`src/rtl/cfgwin_pkg.sv`:
```
package cfgwin_pkg;

  localparam logic [7:0] CAPID_VENDOR   = 8'h09;
  localparam logic [7:0] CAP_KIND_WIN   = 8'h05;
  localparam logic [7:0] CAP_SIZE_BYTES = 8'd20;
  localparam int         CAP_DWORDS     = 5;

  localparam int DW_HDR  = 0;
  localparam int DW_SEL  = 1;
  localparam int DW_OFF  = 2;
  localparam int DW_SIZE = 3;
  localparam int DW_DATA = 4;

  typedef enum logic [0:0] {
    ST_IDLE = 1'b0,
    ST_WAIT = 1'b1
  } win_state_e;

  function automatic logic [31:0] lane_mask(input logic [3:0] be);
    logic [31:0] m;
    for (int b = 0; b < 4; b++) begin
      m[8*b +: 8] = {8{be[b]}};
    end
    return m;
  endfunction

endpackage

```
`src/rtl/cfgwin_decode.sv`:
```
module cfgwin_decode #(
  parameter int CFG_DW_AW   = 6,
  parameter int CAP_BASE_DW = 16
) (
  input  logic [CFG_DW_AW-1:0]              cfg_dwaddr,
  output logic [cfgwin_pkg::CAP_DWORDS-1:0] dw_hit
);
  import cfgwin_pkg::*;

  for (genvar g = 0; g < CAP_DWORDS; g++) begin : g_hit
    localparam logic [CFG_DW_AW-1:0] IDX = CFG_DW_AW'(CAP_BASE_DW + g);
    assign dw_hit[g] = (cfg_dwaddr == IDX);
  end

endmodule

```
`src/rtl/cfgwin_regs.sv`:
```
module cfgwin_regs #(
  parameter logic [7:0] NEXT_PTR = 8'h00
) (
  input  logic                              clk,
  input  logic                              rst,
  input  logic                              wr_en,
  input  logic [cfgwin_pkg::CAP_DWORDS-1:0] dw_hit,
  input  logic [3:0]                        wr_be,
  input  logic [31:0]                       wr_data,
  input  logic                              fill_en,
  input  logic [3:0]                        fill_be,
  input  logic [31:0]                       fill_data,
  output logic [31:0]                       win_off,
  output logic [31:0]                       win_size,
  output logic [31:0]                       win_data,
  output logic [31:0]                       rd_word
);
  import cfgwin_pkg::*;

  logic [7:0] sel_q;

  always_ff @(posedge clk) begin
    if (rst) begin
      sel_q    <= '0;
      win_off  <= '0;
      win_size <= '0;
      win_data <= '0;
    end else begin
      if (wr_en && dw_hit[DW_SEL] && wr_be[0]) begin
        sel_q <= wr_data[7:0];
      end
      for (int b = 0; b < 4; b++) begin
        if (wr_en && dw_hit[DW_OFF] && wr_be[b]) begin
          win_off[8*b +: 8] <= wr_data[8*b +: 8];
        end
        if (wr_en && dw_hit[DW_SIZE] && wr_be[b]) begin
          win_size[8*b +: 8] <= wr_data[8*b +: 8];
        end
        if (fill_en && fill_be[b]) begin
          win_data[8*b +: 8] <= fill_data[8*b +: 8];
        end else if (wr_en && dw_hit[DW_DATA] && wr_be[b]) begin
          win_data[8*b +: 8] <= wr_data[8*b +: 8];
        end
      end
    end
  end

  always_comb begin
    rd_word = '0;
    if (dw_hit[DW_HDR])  rd_word = rd_word | {CAP_KIND_WIN, CAP_SIZE_BYTES, NEXT_PTR, CAPID_VENDOR};
    if (dw_hit[DW_SEL])  rd_word = rd_word | {24'h0, sel_q};
    if (dw_hit[DW_OFF])  rd_word = rd_word | win_off;
    if (dw_hit[DW_SIZE]) rd_word = rd_word | win_size;
    if (dw_hit[DW_DATA]) rd_word = rd_word | win_data;
  end

endmodule

```
`src/rtl/cfgwin_xfer.sv`:
```
module cfgwin_xfer #(
  parameter int MEM_AW = 12
) (
  input  logic [31:0]       win_off,
  input  logic [31:0]       win_size,
  output logic              xfer_ok,
  output logic [MEM_AW-1:0] xfer_addr,
  output logic [3:0]        xfer_be
);
  logic [31:0] align_mask;

  always_comb begin
    xfer_ok    = (win_size == 32'd1) || (win_size == 32'd2) || (win_size == 32'd4);
    align_mask = ~(win_size - 32'd1);
    xfer_addr  = MEM_AW'(win_off & align_mask);
    case (win_size)
      32'd1:   xfer_be = 4'b0001;
      32'd2:   xfer_be = 4'b0011;
      32'd4:   xfer_be = 4'b1111;
      default: xfer_be = 4'b0000;
    endcase
  end

endmodule

```
`src/rtl/cfgwin_ctrl.sv`:
```
module cfgwin_ctrl #(
  parameter int MEM_AW = 12
) (
  input  logic              clk,
  input  logic              rst,
  input  logic              cfg_req,
  input  logic              cfg_we,
  input  logic              data_hit,
  input  logic              xfer_ok,
  input  logic [MEM_AW-1:0] xfer_addr,
  input  logic [3:0]        xfer_be,
  input  logic [31:0]       merged_wdata,
  input  logic [31:0]       rd_word,
  input  logic [31:0]       win_data,
  input  logic              mem_ack,
  input  logic [31:0]       mem_rdata,
  output logic              cfg_ack,
  output logic [31:0]       cfg_rdata,
  output logic              mem_req,
  output logic              mem_we,
  output logic [MEM_AW-1:0] mem_addr,
  output logic [3:0]        mem_be,
  output logic [31:0]       mem_wdata,
  output logic              reg_wr_en,
  output logic              fill_en,
  output logic [3:0]        fill_be,
  output logic [31:0]       fill_data
);
  import cfgwin_pkg::*;

  win_state_e  state_q;
  logic        take;
  logic        launch;
  logic        done;
  logic [31:0] refilled;

  always_comb begin
    take      = (state_q == ST_IDLE) && cfg_req;
    launch    = take && data_hit && xfer_ok;
    done      = (state_q == ST_WAIT) && mem_ack;
    reg_wr_en = take && cfg_we;
    fill_en   = done && !mem_we;
    fill_be   = mem_be;
    fill_data = mem_rdata;
    refilled  = (mem_rdata & lane_mask(mem_be)) | (win_data & ~lane_mask(mem_be));
  end

  always_ff @(posedge clk) begin
    if (rst) begin
      state_q   <= ST_IDLE;
      cfg_ack   <= 1'b0;
      cfg_rdata <= '0;
      mem_req   <= 1'b0;
      mem_we    <= 1'b0;
      mem_addr  <= '0;
      mem_be    <= '0;
      mem_wdata <= '0;
    end else begin
      cfg_ack <= 1'b0;
      case (state_q)
        ST_IDLE: begin
          if (launch) begin
            mem_req   <= 1'b1;
            mem_we    <= cfg_we;
            mem_addr  <= xfer_addr;
            mem_be    <= xfer_be;
            mem_wdata <= cfg_we ? (merged_wdata & lane_mask(xfer_be)) : 32'h0;
            state_q   <= ST_WAIT;
          end else if (take) begin
            cfg_ack   <= 1'b1;
            cfg_rdata <= cfg_we ? 32'h0 : rd_word;
          end
        end
        ST_WAIT: begin
          if (mem_ack) begin
            mem_req   <= 1'b0;
            cfg_ack   <= 1'b1;
            cfg_rdata <= mem_we ? 32'h0 : refilled;
            state_q   <= ST_IDLE;
          end
        end
        default: state_q <= ST_IDLE;
      endcase
    end
  end

endmodule

```
`src/rtl/cfg_bar_window.sv`:
```
module cfg_bar_window #(
  parameter int         CFG_DW_AW   = 6,
  parameter int         CAP_BASE_DW = 16,
  parameter logic [7:0] NEXT_PTR    = 8'h00,
  parameter int         MEM_AW      = 12
) (
  input  logic                 clk,
  input  logic                 rst,
  input  logic                 cfg_req,
  input  logic                 cfg_we,
  input  logic [CFG_DW_AW-1:0] cfg_dwaddr,
  input  logic [3:0]           cfg_be,
  input  logic [31:0]          cfg_wdata,
  output logic                 cfg_ack,
  output logic [31:0]          cfg_rdata,
  output logic                 mem_req,
  output logic                 mem_we,
  output logic [MEM_AW-1:0]    mem_addr,
  output logic [3:0]           mem_be,
  output logic [31:0]          mem_wdata,
  input  logic [31:0]          mem_rdata,
  input  logic                 mem_ack
);
  import cfgwin_pkg::*;

  logic [CAP_DWORDS-1:0] dw_hit;
  logic [31:0]           win_off;
  logic [31:0]           win_size;
  logic [31:0]           win_data;
  logic [31:0]           rd_word;
  logic [31:0]           merged_wdata;
  logic                  xfer_ok;
  logic [MEM_AW-1:0]     xfer_addr;
  logic [3:0]            xfer_be;
  logic                  reg_wr_en;
  logic                  fill_en;
  logic [3:0]            fill_be;
  logic [31:0]           fill_data;
  logic                  data_hit;

  assign data_hit     = dw_hit[DW_DATA] && (|cfg_be);
  assign merged_wdata = (cfg_wdata & lane_mask(cfg_be)) | (win_data & ~lane_mask(cfg_be));

  cfgwin_decode #(
    .CFG_DW_AW  (CFG_DW_AW),
    .CAP_BASE_DW(CAP_BASE_DW)
  ) u_decode (
    .cfg_dwaddr(cfg_dwaddr),
    .dw_hit    (dw_hit)
  );

  cfgwin_regs #(
    .NEXT_PTR(NEXT_PTR)
  ) u_regs (
    .clk      (clk),
    .rst      (rst),
    .wr_en    (reg_wr_en),
    .dw_hit   (dw_hit),
    .wr_be    (cfg_be),
    .wr_data  (cfg_wdata),
    .fill_en  (fill_en),
    .fill_be  (fill_be),
    .fill_data(fill_data),
    .win_off  (win_off),
    .win_size (win_size),
    .win_data (win_data),
    .rd_word  (rd_word)
  );

  cfgwin_xfer #(
    .MEM_AW(MEM_AW)
  ) u_xfer (
    .win_off  (win_off),
    .win_size (win_size),
    .xfer_ok  (xfer_ok),
    .xfer_addr(xfer_addr),
    .xfer_be  (xfer_be)
  );

  cfgwin_ctrl #(
    .MEM_AW(MEM_AW)
  ) u_ctrl (
    .clk         (clk),
    .rst         (rst),
    .cfg_req     (cfg_req),
    .cfg_we      (cfg_we),
    .data_hit    (data_hit),
    .xfer_ok     (xfer_ok),
    .xfer_addr   (xfer_addr),
    .xfer_be     (xfer_be),
    .merged_wdata(merged_wdata),
    .rd_word     (rd_word),
    .win_data    (win_data),
    .mem_ack     (mem_ack),
    .mem_rdata   (mem_rdata),
    .cfg_ack     (cfg_ack),
    .cfg_rdata   (cfg_rdata),
    .mem_req     (mem_req),
    .mem_we      (mem_we),
    .mem_addr    (mem_addr),
    .mem_be      (mem_be),
    .mem_wdata   (mem_wdata),
    .reg_wr_en   (reg_wr_en),
    .fill_en     (fill_en),
    .fill_be     (fill_be),
    .fill_data   (fill_data)
  );

endmodule

```
`config.mk`:
```
export PLATFORM = sky130hd
export DESIGN_NAME = cfg_bar_window
export DESIGN_NICKNAME = d
export VERILOG_FILES = /design/src/rtl/cfgwin_pkg.sv /design/src/rtl/cfgwin_decode.sv /design/src/rtl/cfgwin_regs.sv /design/src/rtl/cfgwin_xfer.sv /design/src/rtl/cfgwin_ctrl.sv /design/src/rtl/cfg_bar_window.sv
export SDC_FILE = /design/constraint.sdc
export NUM_CORES = 1
export LEC_CHECK = 0
export BUFFER_PORTS_ARGS = -buffer_cell sky130_fd_sc_hd__buf_4
export CAP_MARGIN = 20
export CORE_ASPECT_RATIO = 0.8
export CORE_UTILIZATION = 30
export CTS_CLUSTER_SIZE = 24
export DETAILED_ROUTE_END_ITERATION = 6
export GPL_TIMING_DRIVEN = 0
export PLACE_DENSITY_LB_ADDON = 0.15
export SETUP_SLACK_MARGIN = 0.3
export SLEW_MARGIN = 30
export SYNTH_ARGS = -nofsm -noshare
export SYNTH_HDL_FRONTEND = slang
export SYNTH_HIERARCHICAL = 1
export SYNTH_SLANG_ARGS = --single-unit
```
`constraint.sdc`:
```
create_clock -name clk -period 3.05 [get_ports clk]
set_input_delay 0.1525 -clock clk [delete_from_list [all_inputs] [get_ports clk]]
set_output_delay 0.1525 -clock clk [all_outputs]
set_load 0.005 [all_outputs]
```
==> results of run 1 <==
==> critical path, cell delays in order, from the launching register on <==
cell and delay (ns):
dfxtp_1 0.42, nor3_4 0.46, o211ai_1 0.26, a211oi_2 0.33
nand2_1 0.27, clkbuf_2 0.32, a211oi_1 0.34, a211oi_2 0.08
==> cells in the mapped netlist (3+ instances only) <==
library cell / number / share of area, %
mux2i_1: 75 / 7.8
clkbuf_1: 37 / 1.4
nand4_1: 4 / 0.26
nand2_1: 151 / 5.9
and3_1: 7 / 0.45
nand3_1: 37 / 1.9
a211oi_1: 37 / 2.9
a22oi_1: 48 / 3.7
nand2b_1: 6 / 0.39
buf_4: 42 / 3.3
nand3_2: 10 / 1.0
a211oi_2: 30 / 3.9
nor3_1: 6 / 0.31
a21oi_1: 58 / 3.0
and2_1: 11 / 0.71
a222oi_1: 22 / 2.3
a311oi_1: 33 / 3.0
ha_1: 3 / 0.39
buf_6: 8 / 0.93
buf_2: 36 / 1.9
nor2_1: 110 / 4.3
inv_1: 24 / 0.93
mux2_2: 64 / 7.5
dfxtp_1: 188 / 39
nor4_1: 4 / 0.26
==> per-stage QoR <==
step | instances | setup WS (ns)
6_report | 1721 | 0.420
5_1_grt | 1721 | 0.303
4_1_cts | 1721 | 0.317
3_5_place_dp | 1659 | 0.0561
3_3_place_gp | 1659 | 0.0651
2_1_floorplan | 1079 | 0.884
==> metal layers <==
layer  global-route usage [%]  share of wire [%]
met1                     32.6                 48
met5                        0                  0
met3                     4.34                6.4
met2                     35.0                 44
met4                     5.16                1.2
==> layout make-up <==
class                      instances  area, um^2
tap                              420         526
buffer                           125         738
sequential                       188        3760
clock buffer                      17         425
fill                            3264       19200
clock inverter                    13         169
multi-input combinational        742        5090
timing repair buffer             192        1520
inverter                          24        90.1
==> kinds of logic (layout without fill, tap and decap cells) <==
| family | Yosys count | in the layout | share of synthesized area [%] |
|---|---|---|---|
| and+or+nand+nor | 361 | 361 | 17.1 |
| muxes | 139 | 139 | 15.3 |
| xor gates and xnor gates | 2 | 2 | 0.182 |
| AOI/OAI and AO/OA | 237 | 237 | 19.6 |
| adders and majority gates | 3 | 3 | 0.389 |
| buffers and inverters | 149 | 371 | 8.52 |
| DFF | 188 | 188 | 39.0 |
==> repair_timing <==
action,4_1_cts,5_1_grt
cloned,0,0
setup endpoints to repair,46,74
buffers inserted,0,0
gates resized for setup,4,10
hold buffers,32,0
pin swaps,0,2
hold endpoints to repair,80,0
==> power by group through the flow <==
stage | logic, W | clock network [W] | registers [W]
after floorplan | 0.000193 | 0 | 0.00255
after global placement | 0.000427 | 0 | 0.00255
after detailed placement | 0.000429 | 0 | 0.00255
after CTS | 0.000464 | 0.00241 | 0.00249
after global routing | 0.000493 | 0.00251 | 0.00249
final | 0.000465 | 0.00235 | 0.00249
==> path summary, 6_finish.rpt <==
kind                             start                   end  slack, ns  depth (start not counted)
setup reg to reg    u_regs/win_size[2]  u_ctrl/cfg_rdata[30]       0.42                          7
setup / recovery    u_regs/win_size[2]  u_ctrl/cfg_rdata[30]       0.42                          7
hold / removal                  cfg_we         u_ctrl/mem_we       0.02                          3
hold reg to reg   u_ctrl/mem_wdata[10]  u_ctrl/mem_wdata[10]       0.45                          2
==> state kept, by name (all words and copies together) (netlist names) <==
register          count
u_regs/sel_q          8
u_ctrl/mem_wdata     32
u_ctrl/mem_we         1
u_ctrl/mem_addr      12
u_ctrl/mem_req        1
u_ctrl/fill_be        4
u_ctrl/cfg_ack        1
u_regs/win_data      32
u_ctrl/cfg_rdata     32
u_ctrl/state_q        1
u_regs/win_size      32
u_regs/win_off       32
==> impl_results.md, run 1 <==
- RD Place Congestion: 0.824
- Distinct cell type count after synthesis: 46
- First-pass GRT wire length: 55.5 mm
- Die area: 32,900 um^2
- Worst VDD drop: 0.000375 V
- Arrival @ worst endpoint: 2.91 ns
- Cell Area, Synth: 9650 um^2
- Tot Pwr: 0.00531 W
- CP Launch Type: flop
- Nets@finish: 1,372
- Number of max-cap violations: 0
- Clock power frac: 44.3%
- Clock sinks: 188
- Power per cell area: 431 nW/um^2
- Max-slew violations: 0
- DP Area: 11,400 um^2
- Synthesized instance count: 1,079
- Worst Setup End Kind: flop
- Die X: 202 um
- Number of flops mapped to enable cells by yosys: 0
- Setup violators final: 0
- Vias in the first global route: 8,629
- Synth warn: 6
- Sw Share: 24.9%
- Port bufs: 160
- Finished Core Util: 39.1%
- # diodes: 0
- Fmax achieved: 0.380 GHz
- Avg WL per Cell: 21.8 um
- Vias per cell: 5.24
- Flop pwr share: 46.9%
- Hold Path Class: input port to flop
- Final HPWL DP: 27.1 mm
- Critical Path RT: 3.34 ns
- Crit-path max FO: 10
- Max H-tree Level: 4
- Initial core utilization: 30.6%
- Run status: completed
- # rows: 58
- Layout cells sized above 1: 30.6%
- Register bit total from synthesis: 188
- Internal power: 0.00399 W
- DRC viols: 0
- Routed wire length: 37.5 mm
- Root Buffer: clkbuf_16
- Hold Fails Final Rpt: 0
- All-Layer GR Usage: 22.7%
- Mapped Nets: 1,161
- Largest net degree at the start of global routing: 17
- TritonCTS Buffers: 17
- Core area: 31,600 um^2
- Slew HR: 30.4%
- RSZ-0062 raised after global routing: no
- P_leak: 5.33 nW
- Skew final: 0.0130 ns
- Commonest non-fill, non-tap cell in the layout: buf_4
- # IOs: 162
- Synthesis-to-layout area growth: 27.8%
- Fin crit period: 2.63 ns
- Ys flop type: dfxtp_1
- Tcrit/Tclk final: 86.2%
- Post-route ant nets: 0
- Hold_ws: 0.0230 ns
- Comb pwr share: 8.8%
- First-pass detailed-route iteration total: 5
- Syn avg cell area: 8.94 um^2
- Chip Height: 162 um
- CTS tree: built
- GR Overflow Total: 0
- Via count: 9,019
- Design area: 12,300 um^2
- Worst-skew pair later-pin latency: 0.44 ns
- DR iter-0 viols: 811
- Switch Pwr: 0.00132 W
- WS Path Type: flop to flop
- Ys async rst share: 0%
- Reg clk slew, reported paths: 0.07 ns
- Register area share after synthesis: 39.0%
- Most frequent cells in the layout: buf_4, dfxtp_1, nand2_1
- Initial antenna violation count: 0
- Clock tree buffer depth: 2
- Total negative setup slack: 0 ns
- Slew @ Worst Pin: 1.04 ns
Power figures use the tool's default switching activity.
==> run 2, diff against run 1 <==
--- a/config.mk
+++ b/config.mk
@@ -7,6 +7,8 @@
 export LEC_CHECK = 0
 export BUFFER_PORTS_ARGS = -buffer_cell sky130_fd_sc_hd__buf_4
 export CAP_MARGIN = 20
+export CELL_PAD_IN_SITES_DETAIL_PLACEMENT = 0
+export CELL_PAD_IN_SITES_GLOBAL_PLACEMENT = 1
 export CORE_ASPECT_RATIO = 0.8
 export CORE_UTILIZATION = 30
 export CTS_CLUSTER_SIZE = 24
@@ -14,7 +16,7 @@
 export GPL_TIMING_DRIVEN = 0
 export PLACE_DENSITY_LB_ADDON = 0.15
 export SETUP_SLACK_MARGIN = 0.3
-export SLEW_MARGIN = 30
+export SLEW_MARGIN = 25
 export SYNTH_ARGS = -nofsm -noshare
 export SYNTH_HDL_FRONTEND = slang
 export SYNTH_HIERARCHICAL = 1
==> impl_results.md, run 2 (synthesis results as in run 1) <==
- Chip Height: 162 um (unchanged)
- Root Buffer: clkbuf_16 (unchanged)
- # rows: 58 (unchanged)
- Tcrit/Tclk final: 89.3% (was 86.2%)
- Fmax achieved: 0.367 GHz (was 0.380 GHz)
- Vias per cell: 5.18 (was 5.24)
- Arrival @ worst endpoint: 3.06 ns (was 2.91 ns)
- All-Layer GR Usage: 23.2% (was 22.7%)
- Run status: completed (unchanged)
- Via count: 8,955 (was 9,019)
- Nets@finish: 1,378 (was 1,372)
- First-pass detailed-route iteration total: 6 (was 5)
- Initial core utilization: 30.6% (unchanged)
- CP Launch Type: flop (unchanged)
- Worst Setup End Kind: flop (unchanged)
- Finished Core Util: 39.2% (was 39.1%)
- Placed instance count: 1,659 (unchanged)
- GR Overflow Total: 0 (unchanged)
- Post-route ant nets: 0 (unchanged)
- First-pass GRT wire length: 56.5 mm (was 55.5 mm)
- RSZ-0062 raised after global routing: no (unchanged)
- Core area: 31,600 um^2 (unchanged)
- Most frequent cells in the layout: buf_4, dfxtp_1, nand2_1 (unchanged)
- Reg clk slew, reported paths: 0.07 ns (about the same)
- RD Place Congestion: 0.810 (was 0.824)
- Total negative setup slack: 0 ns (unchanged)
- Largest net degree at the start of global routing: 17 (unchanged)
- Max-slew violations: 0 (unchanged)
- Crit-path max FO: 10 (unchanged)
- Setup violators final: 0 (unchanged)
- Die X: 202 um (unchanged)
- CTS tree: built (unchanged)
- Hold Path Class: input port to flop (unchanged)
- DR iter-0 viols: 799 (was 811)
- Tot Pwr: 0.00525 W (was 0.00531 W)
- P_leak: 5.33 nW (about the same)
- Commonest non-fill, non-tap cell in the layout: buf_4 (unchanged)
- Skew final: 0.0153 ns (was 0.0130 ns)
- Non-Filler Instances: 1,728 (was 1,721)
- Critical Path RT: 3.39 ns (was 3.34 ns)
- Routed wire length: 38.0 mm (was 37.5 mm)
- WS Path Type: flop to flop (unchanged)
- TritonCTS Buffers: 17 (unchanged)
- Vias in the first global route: 8,820 (was 8,629)
- Port bufs: 160 (unchanged)
- Hold Fails Final Rpt: 0 (unchanged)
- Max H-tree Level: 4 (unchanged)
- # diodes: 0 (unchanged)
- Fin crit period: 2.72 ns (was 2.63 ns)
- Number of max-cap violations: 0 (unchanged)
- Clock tree buffer depth: 2 (unchanged)
- Slew HR: 34.6% (was 30.4%)
- Avg WL per Cell: 22.0 um (was 21.8 um)
- Clock sinks: 188 (unchanged)
- Worst-skew pair later-pin latency: 0.45 ns (was 0.44 ns)
- Worst VDD drop: 0.000325 V (was 0.000375 V)
- # IOs: 162 (unchanged)
- Layout cells sized above 1: 30.5% (was 30.6%)
- DRC viols: 0 (unchanged)
- Slew @ Worst Pin: 0.974 ns (was 1.04 ns)
- Synthesis-to-layout area growth: 28.1% (was 27.8%)
- Power per cell area: 425 nW/um^2 (was 431 nW/um^2)
- Die area: 32,900 um^2 (unchanged)
- Initial antenna violation count: 0 (unchanged)
- Final HPWL DP: 27.6 mm (was 27.1 mm)
run 2: cell count changes in the layout (fill, tap and decap cells not counted), moves of 2 or more:
cell / before / now
buf_4: 202 / 207
clkbuf_1: 33 / 37
clkbuf_2: 5 / 2
clkinv_2: 2 / 0
run 2: timing repair:
| item | 4_1_cts | 5_1_grt |
|---|---|---|
| resized for setup | 3 | 6 |
| endpoints found under the setup margin | 72 | 70 |
| buffers inserted | 0 | 5 |
| pin swaps | 1 | 3 |
| hold buffers | 33 | 0 |
| hold endpoints to repair | 81 | 0 |
run 2: area by class of cell:
class	instances	area [um^2]
plain buffers	125	734
clock buffers	20	447
clock inverters	11	136
fillers	3324	19200
inverters	24	90.1
multi-input cells	742	5090
flip-flops and latches	188	3760
well taps	420	526
repair buffers	198	1570
run 2: layer usage:
metal	wire length, um	global-route usage (%)	share of wire, %	vias to the layer above
met5	0	0	0	-
met4	584	5.81	1.5	0
met3	2040	3.32	5.4	38
met2	16600	35.6	44	285
met1	18800	33.9	49	4322
li1	-	-	-	4310
run 2: final timing paths:
path	startpoint	to	slack, ns	cells past startpoint
worst min register to register	u_ctrl/mem_wdata[9]	u_ctrl/mem_wdata[9]	0.45	2
worst min-delay path	cfg_wdata[7]	u_regs/win_off[7]	0.02	3
worst max register to register	u_ctrl/mem_we	u_regs/win_data[5]	0.33	8
worst max-delay path	u_ctrl/mem_we	u_regs/win_data[5]	0.33	8
run 2: per-stage QoR:
step	area [um^2]	hold slack [ns]	setup WS, ns
after floorplan	9650	0.288	0.884
after global placement	11400	0.425	0.0425
after detailed placement	11400	0.431	0.0913
after CTS	12300	0.000299	0.307
after global routing	12400	0.0410	0.320
final	12400	0.0184	0.326
run 2: report_power, final:
group / internal, W / leakage, nW / switching [W]
clock: 0.00124 / 0.278 / 0.00106
combinational: 0.000222 / 3.53 / 0.000243
sequential: 0.00248 / 1.52 / 0.0000169
total: 0.00394 / 5.33 / 0.00132
run 2: critical path, cell delays in order, from the launching register on:
cell and delay (ns):
dfxtp_1 0.43, and2b_1 0.20, buf_4 0.16, buf_2 0.21, and2_1 0.28, nand2_1 0.39, clkbuf_1 0.59, nor2_1 0.09
a311oi_1 0.26
==> run 3, diff against run 2 <==
--- a/config.mk
+++ b/config.mk
@@ -14,7 +14,7 @@
 export CTS_CLUSTER_SIZE = 24
 export DETAILED_ROUTE_END_ITERATION = 6
 export GPL_TIMING_DRIVEN = 0
-export PLACE_DENSITY_LB_ADDON = 0.15
+export PLACE_DENSITY = 0.63
 export SETUP_SLACK_MARGIN = 0.3
 export SLEW_MARGIN = 25
 export SYNTH_ARGS = -nofsm -noshare
==> constraint.sdc (replaced) <==
create_clock -name clk -period 2.3 [get_ports clk]
set_input_delay 0.115 -clock clk [delete_from_list [all_inputs] [get_ports clk]]
set_output_delay 0.115 -clock clk [all_outputs]
set_load 0.005 [all_outputs]
==> impl_results.md, run 3 (synthesis results as in run 1) <==
- Die area: 32,900 um^2 (unchanged)
- # diodes: 0 (unchanged)
- Vias in the first global route: 8,937 (was 8,820)
- Clock sinks: 188 (unchanged)
- Arrival @ worst endpoint: 2.52 ns (was 3.06 ns)
- Initial antenna violation count: 0 (unchanged)
- All-Layer GR Usage: 23.1% (was 23.2%)
- M1 WL: 18.1 mm (was 18.8 mm)
- RD Place Congestion: 0.853 (was 0.810)
- Setup violators final: 0 (unchanged)
- Worst Setup End Kind: flop (unchanged)
- Met3 WL: 2.40 mm (was 2.04 mm)
- Largest net degree at the start of global routing: 17 (unchanged)
- DRC viols: 0 (unchanged)
- Clock tree buffer depth: 2 (unchanged)
- Highest routed layer: met4 (unchanged)
- Multi-input logic area: 5670 um^2 (was 5090 um^2)
- Power per cell area: 525 nW/um^2 (was 425 nW/um^2)
- Hold_ws: 0.0885 ns (was 0.0184 ns)
- Post-route ant nets: 0 (unchanged)
- P_leak: 5.80 nW (was 5.33 nW)
- Vias per cell: 5.31 (was 5.18)
- Worst VDD drop: 0.000475 V (was 0.000325 V)
- Final WS setup: 0.132 ns (was 0.326 ns)
- DP Area: 11,400 um^2 (about the same)
- Worst-skew pair later-pin latency: 0.44 ns (was 0.45 ns)
- DR iter-0 viols: 645 (was 799)
- Number of max-cap violations: 0 (unchanged)
- CTS tree: built (unchanged)
- Avg WL per Cell: 21.9 um (was 22.0 um)
- Max-slew violations: 0 (unchanged)
- Max H-tree Level: 4 (unchanged)
- Run status: completed (unchanged)
- Final HPWL DP: 27.2 mm (was 27.6 mm)
- Placed instance count: 1,659 (unchanged)
- Slew HR: 37.6% (was 34.6%)
- Commonest non-fill, non-tap cell in the layout: buf_4 (unchanged)
- DP Worst Slack: -0.660 ns (was 0.0913 ns)
- Most frequent cells in the layout: buf_4, dfxtp_1, nand2_1 (unchanged)
- Routed wire length: 38.3 mm (was 38.0 mm)
- Design area: 13,300 um^2 (was 12,400 um^2)
- Total negative setup slack: 0 ns (unchanged)
- Tcrit/Tclk final: 94.2% (was 89.3%)
- Fin crit period: 2.17 ns (was 2.72 ns)
- Core area: 31,600 um^2 (unchanged)
- WS Path Type: flop to flop (unchanged)
- TritonCTS Buffers: 17 (unchanged)
- Die X: 202 um (unchanged)
- First-pass detailed-route iteration total: 7 (was 6)
- Hold Fails Final Rpt: 0 (unchanged)
- Fmax achieved: 0.461 GHz (was 0.367 GHz)
- Port bufs: 160 (unchanged)
- Root Buffer: clkbuf_16 (unchanged)
- Via count: 9,281 (was 8,955)
- CP Launch Type: flop (unchanged)
- Routed wl met2: 16.9 mm (was 16.6 mm)
- Nets@finish: 1,398 (was 1,378)
- # rows: 58 (unchanged)
- RSZ-0062 raised after global routing: yes (was no)
- Crit-path max FO: 10 (unchanged)
- Slew @ Worst Pin: 0.936 ns (was 0.974 ns)
- First-pass GRT wire length: 56.7 mm (was 56.5 mm)
- Skew final: 0.0139 ns (was 0.0153 ns)
- Hold Path Class: input port to flop (unchanged)
- Layout cells sized above 1: 39.5% (was 30.5%)
- GR Overflow Total: 0 (unchanged)
- Initial core utilization: 30.6% (unchanged)
- Non-Filler Instances: 1,748 (was 1,728)
- Synthesis-to-layout area growth: 38.1% (was 28.1%)
- Sequential cell area: 3780 um^2 (was 3760 um^2)
- Chip Height: 162 um (unchanged)
- Fill cell count: 3,201 (was 3,324)
- # IOs: 162 (unchanged)
- Critical Path RT: 2.65 ns (was 3.39 ns)
- Reg clk slew, reported paths: 0.07 ns (about the same)
[run 3: cell count changes in the layout (fill, tap and decap cells not counted), sizes merged]
cell / previous run / this run
clkinv: 4 / 1
buf: 253 / 272
clkbuf: 57 / 56
clkinvlp: 2 / 6
dlygate4sd3: 33 / 34
[run 3: worst paths after layout]
kind	start	endpoint	slack, ns	depth (start not counted)
max	u_regs/win_size[6]	u_ctrl/cfg_rdata[12]	0.13	9
min	mem_rdata[16]	u_regs/win_data[16]	0.09	4
max reg2reg	u_regs/win_size[6]	u_ctrl/cfg_rdata[12]	0.13	9
min reg2reg	u_ctrl/mem_wdata[16]	u_ctrl/mem_wdata[16]	0.46	2
[run 3: critical path, cell delays in order (launching register included)]
cell      delay, ns
dfxtp_4        0.36
nor3_4         0.20
buf_4          0.14
nand4_1        0.20
a211oi_4       0.31
buf_4          0.16
nand2_4        0.07
a21o_4         0.28
buf_12         0.16
a211oi_2       0.18
[run 3: area by class of cell]
class                      instances  share of cell area (%)
tap                              420                    3.94
buffer                           125                    6.69
timing repair buffer             218                    13.4
clock inverter                    12                    1.05
sequential                       188                    28.4
inverter                          24                   0.676
multi-input combinational        742                    42.6
clock buffer                      19                    3.25
[run 3: layer usage]
| layer | vias to the layer above | track usage (%) |
|---|---|---|
| met1 | 4565 | 32.8 |
| met3 | 42 | 4.24 |
| li1 | 4343 | - |
| met2 | 331 | 35.2 |
| met4 | 0 | 7.55 |
| met5 | - | 0 |
[run 3: through the flow]
step           total power, W  util, %
6_report              0.00699     42.2
5_1_grt               0.00724     42.2
4_1_cts               0.00703     41.0
3_5_place_dp          0.00395     36.1
3_3_place_gp          0.00395     36.1
2_1_floorplan         0.00363        -
[run 3: where the power goes]
group	leakage [nW]	internal, W	switching (W)
Combinational	4.01	0.000324	0.000352
Clock	0.259	0.00161	0.00140
Sequential	1.52	0.00328	0.0000269
Total	5.80	0.00521	0.00178
[run 3: what timing repair did]
action	CTS	global route
hold buffers	34	0
setup endpoints to repair	188	186
gates resized for setup	131	75
buffers inserted	15	6
gates cloned	1	2
pin swaps	29	20
endpoints found under the hold margin	106	0
